--- src/rtl/psram_pkg.sv ---
package psram_pkg;
  localparam int LANES  = 4;
  localparam int LANE_W = 8;
  localparam int WORD_W = LANES * LANE_W;
  typedef logic [LANES-1:0] lane_mask_t;
endpackage

--- src/rtl/psram_wr_decode.sv ---
module psram_wr_decode
  import psram_pkg::*;
(
  input  lane_mask_t lane_we_n_i,
  input  logic       lane_master_n_i,
  input  logic       all_we_n_i,
  output lane_mask_t mask_o
);
  // global write wins over the lane controls
  always_comb begin
    if (!all_we_n_i)           mask_o = '1;
    else if (!lane_master_n_i) mask_o = ~lane_we_n_i;
    else                       mask_o = '0;
  end
endmodule

--- src/rtl/psram_in_reg.sv ---
module psram_in_reg
  import psram_pkg::*;
#(
  parameter int ADDR_W = 4
) (
  input  logic              clk,
  input  logic              rst_n,
  input  logic              sel_n_i,
  input  logic [ADDR_W-1:0] addr_i,
  input  logic [WORD_W-1:0] wdata_i,
  input  lane_mask_t        mask_i,
  output logic              sel_q,
  output logic [ADDR_W-1:0] addr_q,
  output logic [WORD_W-1:0] wdata_q,
  output lane_mask_t        mask_q
);
  logic              sel_d;
  logic [ADDR_W-1:0] addr_d;
  logic [WORD_W-1:0] wdata_d;
  lane_mask_t        mask_d;

  always_comb begin
    sel_d   = ~sel_n_i;
    addr_d  = addr_i;
    wdata_d = wdata_i;
    mask_d  = mask_i;
  end

  always_ff @(posedge clk or negedge rst_n) begin
    if (!rst_n) begin
      sel_q   <= 1'b0;
      addr_q  <= '0;
      wdata_q <= '0;
      mask_q  <= '0;
    end else begin
      sel_q   <= sel_d;
      addr_q  <= addr_d;
      wdata_q <= wdata_d;
      mask_q  <= mask_d;
    end
  end
endmodule

--- src/rtl/psram_array.sv ---
module psram_array
  import psram_pkg::*;
#(
  parameter int ADDR_W = 4
) (
  input  logic              clk,
  input  logic              rst_n,
  input  lane_mask_t        we_i,
  input  logic [ADDR_W-1:0] addr_i,
  input  logic [WORD_W-1:0] wdata_i,
  output logic [WORD_W-1:0] rword_o
);
  localparam int DEPTH = 1 << ADDR_W;

  for (genvar g = 0; g < LANES; g++) begin : g_lane
    logic [LANE_W-1:0] mem [DEPTH];

    always_ff @(posedge clk) begin
      if (we_i[g]) mem[addr_i] <= wdata_i[g*LANE_W +: LANE_W];
    end

    assign rword_o[g*LANE_W +: LANE_W] = mem[addr_i];


    lane_write_chk: assert property (@(posedge clk) disable iff (!rst_n)
      $past(we_i[g]) |-> mem[$past(addr_i)] == $past(wdata_i[g*LANE_W +: LANE_W]));
  end
endmodule

--- src/rtl/psram_out_reg.sv ---
module psram_out_reg
  import psram_pkg::*;
(
  input  logic              clk,
  input  logic              rst_n,
  input  logic              load_i,
  input  logic [WORD_W-1:0] din_i,
  output logic [WORD_W-1:0] dout_o
);
  logic [WORD_W-1:0] dout_d;

  always_comb dout_d = load_i ? din_i : dout_o;

  always_ff @(posedge clk or negedge rst_n) begin
    if (!rst_n) dout_o <= '0;
    else        dout_o <= dout_d;
  end


  out_hold_chk: assert property (@(posedge clk) disable iff (!rst_n)
    !load_i |=> $stable(dout_o));
endmodule

--- src/rtl/pipe_bw_sram.sv ---
module pipe_bw_sram
  import psram_pkg::*;
#(
  parameter int ADDR_W = 4
) (
  input  logic              clk,
  input  logic              rst_n,
  input  logic [ADDR_W-1:0] addr_i,
  input  logic              sel_n_i,
  input  logic [31:0]       wdata_i,
  input  logic [3:0]        lane_we_n_i,
  input  logic              lane_master_n_i,
  input  logic              all_we_n_i,
  input  logic              oe_n_i,
  output logic [31:0]       rdata_o,
  output logic              drive_o
);
  logic [1:0]        rst_sync;
  logic              rst_n_int;
  lane_mask_t        mask_d, mask_q, we;
  logic              sel_q, wr_q, rd_q;
  logic [ADDR_W-1:0] addr_q;
  logic [WORD_W-1:0] wdata_q, rword;

  always_ff @(posedge clk or negedge rst_n) begin
    if (!rst_n) rst_sync <= 2'b00;
    else        rst_sync <= {rst_sync[0], 1'b1};
  end
  assign rst_n_int = rst_sync[1];

  psram_wr_decode u_dec (
    .lane_we_n_i     (lane_we_n_i),
    .lane_master_n_i (lane_master_n_i),
    .all_we_n_i      (all_we_n_i),
    .mask_o          (mask_d)
  );

  psram_in_reg #(.ADDR_W(ADDR_W)) u_in (
    .clk     (clk),
    .rst_n   (rst_n_int),
    .sel_n_i (sel_n_i),
    .addr_i  (addr_i),
    .wdata_i (wdata_i),
    .mask_i  (mask_d),
    .sel_q   (sel_q),
    .addr_q  (addr_q),
    .wdata_q (wdata_q),
    .mask_q  (mask_q)
  );

  always_comb begin
    we   = sel_q ? mask_q : '0;
    wr_q = |we;
    rd_q = sel_q & ~(|mask_q);
  end

  psram_array #(.ADDR_W(ADDR_W)) u_arr (
    .clk     (clk),
    .rst_n   (rst_n_int),
    .we_i    (we),
    .addr_i  (addr_q),
    .wdata_i (wdata_q),
    .rword_o (rword)
  );

  psram_out_reg u_out (
    .clk    (clk),
    .rst_n  (rst_n_int),
    .load_i (rd_q),
    .din_i  (rword),
    .dout_o (rdata_o)
  );

  // output drive is combinational on oe_n_i
  assign drive_o = ~oe_n_i & ~wr_q;


  full_mask_chk: assert property (@(posedge clk) disable iff (!rst_n_int)
    (!sel_n_i && !all_we_n_i) |=> (mask_q == '1 && sel_q));


  drive_write_chk: assert property (@(posedge clk) disable iff (!rst_n_int)
    (!sel_n_i && (!all_we_n_i || (!lane_master_n_i && !(&lane_we_n_i)))) |=> !drive_o);


  desel_hold_chk: assert property (@(posedge clk) disable iff (!rst_n_int)
    sel_n_i |=> ##1 $stable(rdata_o));
endmodule

--- config.mk ---
export PLATFORM = sky130hd
export DESIGN_NAME = pipe_bw_sram
export DESIGN_NICKNAME = d
export VERILOG_FILES = /design/src/rtl/psram_pkg.sv /design/src/rtl/psram_wr_decode.sv /design/src/rtl/psram_in_reg.sv /design/src/rtl/psram_array.sv /design/src/rtl/psram_out_reg.sv /design/src/rtl/pipe_bw_sram.sv
export SDC_FILE = /design/constraint.sdc
export NUM_CORES = 1
export LEC_CHECK = 0
export BUFFER_PORTS_ARGS = -buffer_cell sky130_fd_sc_hd__buf_2
export CORE_MARGIN = 1.5
export CORE_UTILIZATION = 48
export CTS_CLUSTER_SIZE = 20
export DETAILED_ROUTE_END_ITERATION = 8
export GPL_ROUTABILITY_DRIVEN = 0
export HOLD_SLACK_MARGIN = 0.12
export PLACE_DENSITY = 0.6
export SETUP_SLACK_MARGIN = 0.2
export SLEW_MARGIN = 5
export SYNTH_ARGS = -nofsm -noshare
export SYNTH_HDL_FRONTEND = slang
export SYNTH_HIERARCHICAL = 1
export SYNTH_SLANG_ARGS = --single-unit
--- constraint.sdc ---
create_clock -name clk -period 4.45 [get_ports clk]
set_clock_uncertainty 0.1 [all_clocks]
set_input_delay 0.445 -clock clk [delete_from_list [all_inputs] [get_ports clk]]
set_output_delay 0.445 -clock clk [all_outputs]
set_load 0.005 [all_outputs]
Yosys cells after proc, flatten, opt, wreduce, memory -nomap -nowiden
Memories as Yosys holds them, arrays and structs flattened. A register that Yosys moved wholly into a read port is not among the register bits.
Index checks and enable logic that the tools add are counted.
Cells by class
  $add $sub $neg: 0
  $mul: 0
  div/mod/pow operators: 0
  magnitude comparators: 0
  eq/ne operators: 0
  shift-type cells: 0
  muxes and demuxes: 11
  bitwise operators: 7
  reductions and logical operators: 6
Operators by type and width (number)
  $mux 4: 3
  $mux 1: 8
  $reduce_or 4->1: 2
  $logic_not 1->1: 4
  $not 1->1: 4
  $not 4->4: 1
  $and 1x1->1: 2
Storage, ports and cells
  flip-flop bits (word level): 43
  bits in latches: 0
  RAM bits: 512
  ROM bits: 0
  bits of input ports: 46
  output and inout port bits: 33
  logic and storage cells: 33
  memories: 4
Memory list
  u_arr.g_lane[0].mem: words 16, bits a word 8, rd ports 1, clocked after memory_dff 1, wr ports 1, line psram_array.sv:16  | logic [LANE_W-1:0] mem [DEPTH];
  u_arr.g_lane[1].mem: words 16, bits a word 8, rd ports 1, clocked after memory_dff 1, wr ports 1, line psram_array.sv:16
  u_arr.g_lane[2].mem: words 16, bits a word 8, rd ports 1, clocked after memory_dff 1, wr ports 1, line psram_array.sv:16
  u_arr.g_lane[3].mem: words 16, bits a word 8, rd ports 1, clocked after memory_dff 1, wr ports 1, line psram_array.sv:16

Logic depth before layout (Yosys ltp)
Gate-level depths: netlist (run 1).
  depth after elaboration: 4
  gate-level depth with buffers: 7
  mapped depth without buffers: 4

Cells and area by module
Netlist (run 1), hierarchy kept.
By module, submodules not included
  psram_array: instances 1, cells each 879, area each 19484.9 um2, sequential area each 15374.7 um2
  psram_out_reg: instances 1, cells each 68, area each 1345.0 um2, sequential area each 800.8 um2
  psram_in_reg: instances 1, cells each 42, area each 1029.7 um2, sequential area each 1026.0 um2
  pipe_bw_sram: instances 1, cells each 11, area each 107.6 um2, sequential area each 50.0 um2
  psram_wr_decode: instances 1, cells each 4, area each 20.0 um2, sequential area each 0.0 um2

Worst setup path before layout (run 1)
Ideal clock, no wire load.
  path kind: register to register
  start point: register u_in.addr_q[1]
  end point: memory u_arr.g_lane[0].mem[10][0] (enable)
  setup time: 0.370 ns
  arrival: 1.545 ns
  data required time: 3.980 ns
  path slack: 2.435 ns
  stages on the path, launching flop included: 7
  path buffers: 3
  clock period less this slack: 2.015 ns
  cells stage by stage: dfrtp_1 -> buf_2 -> buf_4 -> buf_2 -> nor2b_1 -> nand2_1 -> nor2_1
RTL lines
  from (decl): line psram_in_reg.sv:13  | output logic [ADDR_W-1:0] addr_q,
  from (signal assigned): line psram_in_reg.sv:37  | addr_q <= addr_d;
  to (decl): line psram_array.sv:16
Straight into the memory's write port.

==> run summary, run 1 <==
Number of global-route vias before repair: 10700
Final hold vios: 0
Worst Path Arrival: 3.43 ns
Mapped cell area: 22000 um2
Antenna violations before repair: 0
Drt total wl: 45.0 mm
RSZ-0062 raised after global routing: false
Die width: 217 um
CP delay by family, top: flip-flops
Final Max Tran Viols: 0
First-pass GRT wire length: 67.5 mm
Placed cell areas: 23000 um2
Via/cell ratio: 5.61
Layout cell share with drive strength beyond 1: 29.4%
Die area: 47100 um2
Critical-path maximum fanout: 46
Overall Global Routing Usage: 19.8%
Pwr dens: 453 nW/um2
Status: finished, final reports clean
DP Wirelength: 26.3 mm
Pre-antenna DRT Iters: 4
Diodes inserted: 0
Std cell rows: 78
Root buffer cell: clkbuf_16
Area Overhead vs Synth: 15.2%
Starting Density: 48.6%
Buffer and inverter count on the worst path: 1
Critical path launch point type: register
Max cap viols: 0
Clk sinks: 587
Fin nets: 1205
Clk_lat worst skew: 0.60 ns
Area of the multi-input gates: 4430 um2
Worst Tran Pin Value: 1.13 ns
Vias: 10100
Synth Instances: 1004
Core area: 45300 um2
FMAX: 328 MHz
Sequential share of the synthesized area: 78.5%
Slew margin rel.: 24.2%
Die Y: 217 um
YS warnings: 6
H-Tree Depth: 2
Clock-pin slew on the worst setup and hold paths: 0.06 ns
Starting DRT DRC Count: 920
Setup TNS: 0 ns
Ports: 79
CTS tree: yes
Post-synth net total: 1050
Leakage Power: 8.55 nW
Buffers added on ports: 78
CP Cell Sequence: buf_4, mux4_2, a22oi_1, nand2_1, mux2_4
Congestion Overflow GR: 0
Post-CTS Setup Inserts: 0
Routed WL per cell: 24.9 um
Reg area: 17300 um2
TritonCTS Buffers: 58
Syn Area/Cell: 21.9 um2
Placed cells: 1652
Power, Total: 11.5 mW
Delay of the slowest critical-path stage: 0.98 ns
Worst IR Drop VDD: 0.286 mV
Hold buffer count at cts: 47
CP Capture Type: register
Cell Count, Final, Fillers Out: 1805
# fillers: 3449
DRC viols: 0
Final Setup Violations: 0
Final Cell Area: 25300 um2
Post_cts resized: 0
Critical path type: reg2reg
WP data required: 4.83 ns
Flops & latches, synth: 587
DRT antenna net count: 0
Distinct cell type count after synthesis: 24
Clk buf depth: 3
HP Class: reg2async
Period minus WS final: 3.05 ns
Post-route clock period utilization: 68.5%
Pin count of the biggest net entering global routing: 60
CP max-delay cell: dfrtp_4
worst paths after layout:
path                           startpoint                to  slack, ns  depth (start not counted)
max                        u_in/addr_q[0]  u_out/dout_o[13]       1.40                          5
min                           rst_sync[1]  u_in/wdata_q[18]       0.20                          0
max reg2reg                u_in/addr_q[0]  u_out/dout_o[13]       1.40                          5
min reg2reg                   rst_sync[1]  u_in/wdata_q[18]       0.20                          0
max in group asynchronous     rst_sync[1]  u_in/wdata_q[21]       2.94                          1
min in group clk              rst_sync[0]       rst_sync[1]       0.25                          0
logic make-up (layout without fill, tap and decap cells):
family	count (synthesis)	count (layout)	synth area share, %
flops	587	587	78.5
mux	160	160	15.3
simple gates	129	129	2.40
compound gates	69	69	2.32
buf+inv	58	259	1.54
other cells	1	1	0.0171
layout make-up:
| class | instances | area share, % |
|---|---|---|
| Sequential cell | 587 | 68.2 |
| Clock inverter | 21 | 0.593 |
| Tap cell | 600 | 2.96 |
| Clock buffer | 85 | 6.57 |
| Inverter | 2 | 0.0296 |
| Multi-Input combinational cell | 359 | 17.5 |
| Timing Repair Buffer | 151 | 4.22 |
routing by layer:
| layer | up-vias | global-route usage [%] | routed length, um | share of wire, % |
|---|---|---|---|---|
| li1 | 4421 | - | - | - |
| met1 | 5348 | 27.5 | 19000 | 42 |
| met2 | 300 | 33.0 | 22700 | 51 |
| met3 | 64 | 2.68 | 2300 | 5.1 |
| met4 | 0 | 5.65 | 933 | 2.1 |
| met5 | - | 0 | 0 | 0 |
power breakdown:
group | switching, mW | internal [mW] | total [mW]
Sequential | 0.147 | 6.13 | 6.28
Combinational | 0.242 | 0.296 | 0.538
Clock | 1.96 | 2.69 | 4.65
Total | 2.35 | 9.12 | 11.5
metrics by stage:
step                setup WS, ns  hold WS (ns)  utilization (%)
floorplan                   2.11        0.0494                -
global placement            1.33         0.133             50.9
detailed placement          1.32         0.136             50.9
CTS                         1.32         0.249             55.9
global route                1.16         0.259             55.9
finish                      1.40         0.204             55.9
cells in the final DEF (no fill, tap or decap), types with 25 or more instances in the layout:
cell	n
edfxtp_1	512
mux4_2	128
buf_2	78
dfrtp_1	72
nor2_1	65
a22oi_1	64
clkbuf_16	59
dlygate4sd3_1	47
nand2_1	45
mux2_4	30
buf_4	25
registers in the layout (all words and copies together) (netlist names):
signal and cells:
u_arr/g_lane.mem 512, u_in/mask_q 4, u_in/sel_q 1, u_out/dout_o 32, u_in/addr_q 4, u_in/wdata_q 32
rst_sync 2
cell usage after synthesis:
library cell / n / area (um2)
buf_4: 1 / 7.51
dfrtp_1: 75 / 1880
buf_12: 3 / 60.1
nor2_1: 67 / 251
and2_1: 4 / 25.0
o21ai_1: 4 / 20.0
nand2_1: 45 / 169
conb_1: 1 / 3.75
or4_4: 1 / 11.3
a22oi_1: 64 / 480
a21oi_2: 1 / 8.76
edfxtp_1: 512 / 15400
nand3_1: 4 / 20.0
and2_2: 1 / 7.51
inv_1: 2 / 7.51
mux4_2: 128 / 2880
clkbuf_1: 32 / 120
mux2_4: 30 / 450
or2_1: 1 / 6.26
nor2b_1: 4 / 25.0
buf_2: 13 / 65.1
buf_6: 7 / 78.8
nand2b_1: 2 / 12.5
mux2_2: 2 / 22.5
worst reg2reg max path: cells and delay by family, from the launching register on:
family	cells	cell delay (ns)
multiplexers	2	0.86
AND/OR/NAND/NOR	1	0.09
buffers and inverters	1	0.62
flip-flops	1	0.98
AO/OA/AOI/OAI	1	0.28
(Power assumes the default switching activity.)
==> run 2, diff against run 1 <==
clock period = 2.9 ns   (was 4.45 ns; I/O delays follow)
==> run 2 against run 1 <==
Net effect: maximum frequency up 26%; final cell count up 4.1%; non-clock buffer count up 70; sequential power up 53%; clock power up 68%; routed wire length up 5.5%; largest cell class unchanged; sequential share of layout area down 2.2 points; highest routed layer unchanged.
==> run summary, run 2 (synthesized netlist as in run 1, its figures left out) <==
DP Wirelength: 28.2 mm
Area Overhead vs Synth: 19.0%
Die Y: 217 um
Critical path type: reg2reg
Routed WL per cell: 25.2 um
Hold_ws: 0.220 ns
Diodes inserted: 0
Buffers added on ports: 78
FMAX: 414 MHz
Internal power: 14.6 mW
TritonCTS Buffers: 59
Critical path launch point type: register
Core area: 45300 um2
Antenna violations before repair: 1
CP Cell Sequence: buf_12, mux4_2, a22oi_1, nand2_1, mux2_4
Setup TNS: 0 ns
Largest regs: u_arr/g_lane.mem: 512 flops, u_in/wdata_q: 32 flops, u_out/dout_o: 32 flops
Number of global-route vias before repair: 11100
Slew margin rel.: 31.9%
Post_cts resized: 0
Ports: 79
CTS tree: yes
Clk_lat worst skew: 0.61 ns
Placed cells: 1722
HP Class: in2reg
Max reg flops: 512
WP data required: 3.28 ns
Pin count of the biggest net entering global routing: 43
Congestion Overflow GR: 0
Clock-pin slew on the worst setup and hold paths: 0.06 ns
Final Max Tran Viols: 0
CP max-delay cell: dfrtp_4
Sw power: 3.68 mW
DRT antenna net count: 0
CP Capture Type: register
Pre-antenna DRT Iters: 5
Most common cell after layout, fill and taps aside: edfxtp_1
Overall Global Routing Usage: 21.0%
Pwr dens: 700 nW/um2
Buffer and inverter count on the worst path: 1
Worst Tran Pin Value: 1.02 ns
Cell Count, Final, Fillers Out: 1879
Drt total wl: 47.4 mm
Part of the power in the clock network: 42.5%
Max cap viols: 0
DRC viols: 0
Critical-path maximum fanout: 31
Sw Share: 20.1%
Final Setup Violations: 0
Delay of the slowest critical-path stage: 0.66 ns
Most frequent cells in the layout: edfxtp_1 (512), mux4_2 (128), buf_4 (85), buf_2 (78), dfrtp_1 (72)
Logic pwr share: 4.9%
Starting Density: 48.6%
Post-route clock period utilization: 83.2%
Status: finished, final reports clean
Fin nets: 1276
Std cell rows: 78
Worst Path Arrival: 2.80 ns
Period minus WS final: 2.41 ns
Clk sinks: 587
Via/cell ratio: 5.56
First-pass GRT wire length: 71.5 mm
Worst IR Drop VDD: 0.495 mV
Die width: 217 um
Layout cell share with drive strength beyond 1: 33.8%
H-Tree Depth: 2
RSZ-0062 raised after global routing: false
Die area: 47100 um2
Final hold vios: 0
Vias: 10400
Root buffer cell: clkbuf_16
Starting DRT DRC Count: 943
Clk buf depth: 3
Seq pwr share: 52.5%
CP delay by family, top: multiplexers
Largest Register: u_arr/g_lane.mem
Leakage Power: 9.05 nW
run 2: changes by cell type in the layout (fill, tap and decap cells not counted), moves of 4 or more:
| cell | delta |
|---|---|
| buf_4 | +60 |
| bufinv_16 | +7 |
| clkinv_2 | +4 |
| clkinv_1 | -6 |
| buf_12 | +10 |
| clkbuf_8 | -6 |
run 2: metal layers:
layer	track usage (%)	wire, um
met1	29.9	21000
met2	33.9	23200
met3	4.04	2440
met4	4.98	843
met5	0	0
run 2: cell type report:
class	count	area, um2
clock buffer	83	1640
clock inverter	27	364
fill	3369	19100
inverter	2	7.51
multi-input combinational	359	4430
sequential	587	17300
tap	600	751
timing repair buffer	221	1720
run 2: final timing paths:
check                           slack [ns]  depth (start not counted)               end           start
worst max register to register        0.49                          5  u_out/dout_o[15]  u_in/addr_q[0]
min in group asynchronous             0.24                          0  u_out/dout_o[21]     rst_sync[1]
max in group asynchronous             1.74                          1   u_in/wdata_q[8]     rst_sync[1]
worst min-delay path                  0.22                          2  u_in/wdata_q[20]     wdata_i[20]
worst max-delay path                  0.49                          5  u_out/dout_o[15]  u_in/addr_q[0]
worst min register to register        0.24                          0  u_out/dout_o[21]     rst_sync[1]
run 2: worst reg2reg max path, cell delays in order, from the launching register on:
cell and delay, ns:
dfrtp_4 0.66, buf_12 0.32, mux4_2 0.58, a22oi_1 0.27
nand2_1 0.09, mux2_4 0.26
run 2: timing repair:
item | 4_1_cts | 5_1_grt
buffers inserted | 0 | 0
endpoints found under the hold margin | 43 | 0
hold buffers | 47 | 0
run 2: power groups by stage:
stage / combinational, mW / sequential, mW / clock (mW)
after floorplan: 0.542 / 9.71 / 0
after global placement: 0.861 / 9.79 / 0
after detailed placement: 0.869 / 9.80 / 0
after CTS: 0.923 / 9.63 / 7.95
after global routing: 0.978 / 9.65 / 8.28
final: 0.903 / 9.62 / 7.79
run 2: stage by stage:
step / power [mW] / instance area, um2 / setup WS, ns / utilization (%)
4_1_cts: 18.5 / 26200 / 0.442 / 57.8
5_1_grt: 18.9 / 26200 / 0.348 / 57.8
3_5_place_dp: 10.7 / 23700 / 0.459 / 52.3
3_3_place_gp: 10.7 / 23700 / 0.478 / 52.3
2_1_floorplan: 10.3 / 22000 / 0.557 / -
6_report: 18.3 / 26200 / 0.486 / 57.8
==> run 3, diff against run 2 <==
ABC_AREA = 1   (was not set)
clock period = 2.4 ns   (was 2.9 ns; I/O delays follow)
==> run 3 against run 2 <==
Net effect: utilization decreased by 1.4 points; final cell count increased by 73%; maximum frequency increased by 14%; power increased by 22%; register-to-register slack got worse by 0.19 ns; sequential power increased by 21%; worst setup slack got worse by 0.19 ns; synthesized cell count increased by 130%; global-route usage increased by 2.5 points; critical path depth unchanged; routed wire length increased by 26%; sequential share of layout area decreased by 4.7 points; critical path type unchanged; largest power group unchanged; highest routed layer unchanged.
==> run summary, run 3 <==
Sequential share of the synthesized area: 71.2%
Worst Tran Pin Value: 0.715 ns
Fin nets: 2568
CP Cell Sequence: clkinv_8, nor2_2, nand2_1, nor2_1, buf_4
Number of global-route vias before repair: 15700
Clk buf depth: 3
FF-to-FF Start: u_in/addr_q[0]
Leakage Power: 12.4 nW
Worst Path Arrival: 2.33 ns
Max cap viols: 0
Clock-pin slew on the worst setup and hold paths: 0.06 ns
Pre-antenna DRT Iters: 5
Drt total wl: 59.6 mm
Die Y: 228 um
Clk sinks: 587
Final Max Tran Viols: 0
Via/cell ratio: 4.96
H-Tree Depth: 2
Layout cell share with drive strength beyond 1: 11.3%
Syn Area/Cell: 10.3 um2
Max reg flops: 512
Mapped cell area: 24200 um2
Final Cell Area: 28200 um2
Async SR Flop Fraction: 12.8%
Post-route clock period utilization: 87.9%
Placed cell areas: 25600 um2
CP delay by family, top: simple AND/OR/NAND/NOR gates
Slew margin rel.: 52.3%
Period minus WS final: 2.11 ns
Reg area: 17300 um2
Top cells by area, synth: edfxtp_1 (63%), nand2_1 (23%), dfrtp_1 (7.7%)
Buffers added on ports: 78
Clk_lat worst skew: 0.62 ns
FMAX: 474 MHz
Largest regs: u_arr/g_lane.mem: 512 flops, u_in/wdata_q: 32 flops, u_out/dout_o: 32 flops
Congestion Overflow GR: 0
Top-area cell type share of the netlist area: 63.5%
DRT antenna net count: 0
CP Capture Type: register
Starting Density: 48.5%
Vias: 16100
RSZ-0062 raised after global routing: true
Final Setup Violations: 0
Buffer and inverter count on the worst path: 2
Most frequent cells in the layout: nand2_1 (1486), edfxtp_1 (512), inv_1 (78), buf_2 (78), buf_4 (78)
Antenna violations before repair: 1
Top_reg_cell synth: edfxtp_1
Worst IR Drop VDD: 0.610 mV
Root buffer cell: clkbuf_16
Pwr dens: 796 nW/um2
Status: finished, final reports clean
Routed WL per cell: 18.4 um
Delay of the slowest critical-path stage: 0.54 ns
Post-synth top cells: nand2_1 (1486), edfxtp_1 (512), inv_1 (78)
Most common cell after layout, fill and taps aside: nand2_1
YS warnings: 6
First-pass GRT wire length: 90.5 mm
WP data required: 2.62 ns
Pin count of the biggest net entering global routing: 98
Power, Total: 22.4 mW
Post-synth net total: 2399
CTS tree: yes
Ports: 79
Setup TNS: 0 ns
Distinct cell type count after synthesis: 22
Post-synth EDFFs: 512
Area of the multi-input gates: 5980 um2
Largest Register: u_arr/g_lane.mem
Most common cell in the netlist: nand2_1
Area leader, netlist: edfxtp_1
Std cell rows: 82
Critical path launch point type: register
Die area: 51800 um2
TritonCTS Buffers: 61
Synth Instances: 2353
Diodes inserted: 0
CP max-delay cell: dfrtp_4
Hold Startpoint: wdata_i[29]
DP Wirelength: 34.2 mm
# fillers: 4300
Core area: 50000 um2
Area Overhead vs Synth: 16.3%
HP Class: in2reg
Flops & latches, synth: 587
DRC viols: 0
Critical-path maximum fanout: 35
Critical path type: reg2reg
Die width: 228 um
Final hold vios: 0
Crit path launch: u_in/addr_q[0]
Overall Global Routing Usage: 23.5%
Starting DRT DRC Count: 1331
[run 3: changes by cell type in the layout (fill, tap and decap cells not counted), sizes merged, moves of 3 or more]
cell,previous run,this run
a22oi,64,0
and2,5,0
buf,174,167
bufinv,9,5
clkinv,15,26
inv,2,81
mux2,32,0
mux4,128,0
nand2,45,1496
nand3,4,1
nor2,67,72
nor2b,4,0
[run 3: kinds of logic after synthesis]
family | Yosys count | share of synthesized area (%)
flops | 587 | 71.2
simple gates | 1569 | 24.5
compound gates | 5 | 0.103
buf+inv | 191 | 4.15
other cells | 1 | 0.0155
[run 3: path summary, 6_finish.rpt]
path,to,cells after the start,slack (ns)
worst min register to register,u_out/dout_o[21],0,0.18
worst min-delay path,u_in/wdata_q[29],2,0.15
max in group asynchronous,u_in/wdata_q[5],1,1.35
min in group asynchronous,u_out/dout_o[21],0,0.18
worst max register to register,u_arr/g_lane[2].mem[1][7],5,0.29
worst max-delay path,u_arr/g_lane[2].mem[1][7],5,0.29
[run 3: power breakdown]
part	switching, mW	total [mW]	internal, mW
logic	0.839	1.30	0.458
clock network	3.88	9.48	5.60
registers	0.282	11.6	11.4
[run 3: cell type report]
cell class,instances,share of cell area [%]
inverters,82,1.17
repair buffers,215,6.06
clock buffers,84,6.20
well taps,672,2.99
clock inverters,32,1.02
multi-input cells,1575,21.3
flip-flops and latches,587,61.3
[run 3: repair_timing]
action / 4_1_cts / 5_1_grt
hold buffers: 47 / 0
hold endpoints to repair: 43 / 0
resized for setup: 0 / 3
buffers inserted: 0 / 0
setup endpoints to repair: 0 / 7
[run 3: per-stage QoR]
step | setup WS [ns] | hold slack (ns) | cells | utilization, %
floorplan | 0.503 | -0.156 | 2353 | -
global placement | 0.344 | -0.0748 | 3083 | 51.3
detailed placement | 0.331 | -0.0722 | 3083 | 51.3
CTS | 0.299 | 0.123 | 3246 | 56.3
global route | 0.173 | 0.133 | 3247 | 56.4
finish | 0.291 | 0.151 | 3247 | 56.4
[run 3: routing by layer]
layer	track usage (%)	wire length, um
met3	3.16	3400
met1	32.7	26400
met4	8.50	1800
met5	0	0
met2	38.2	28100
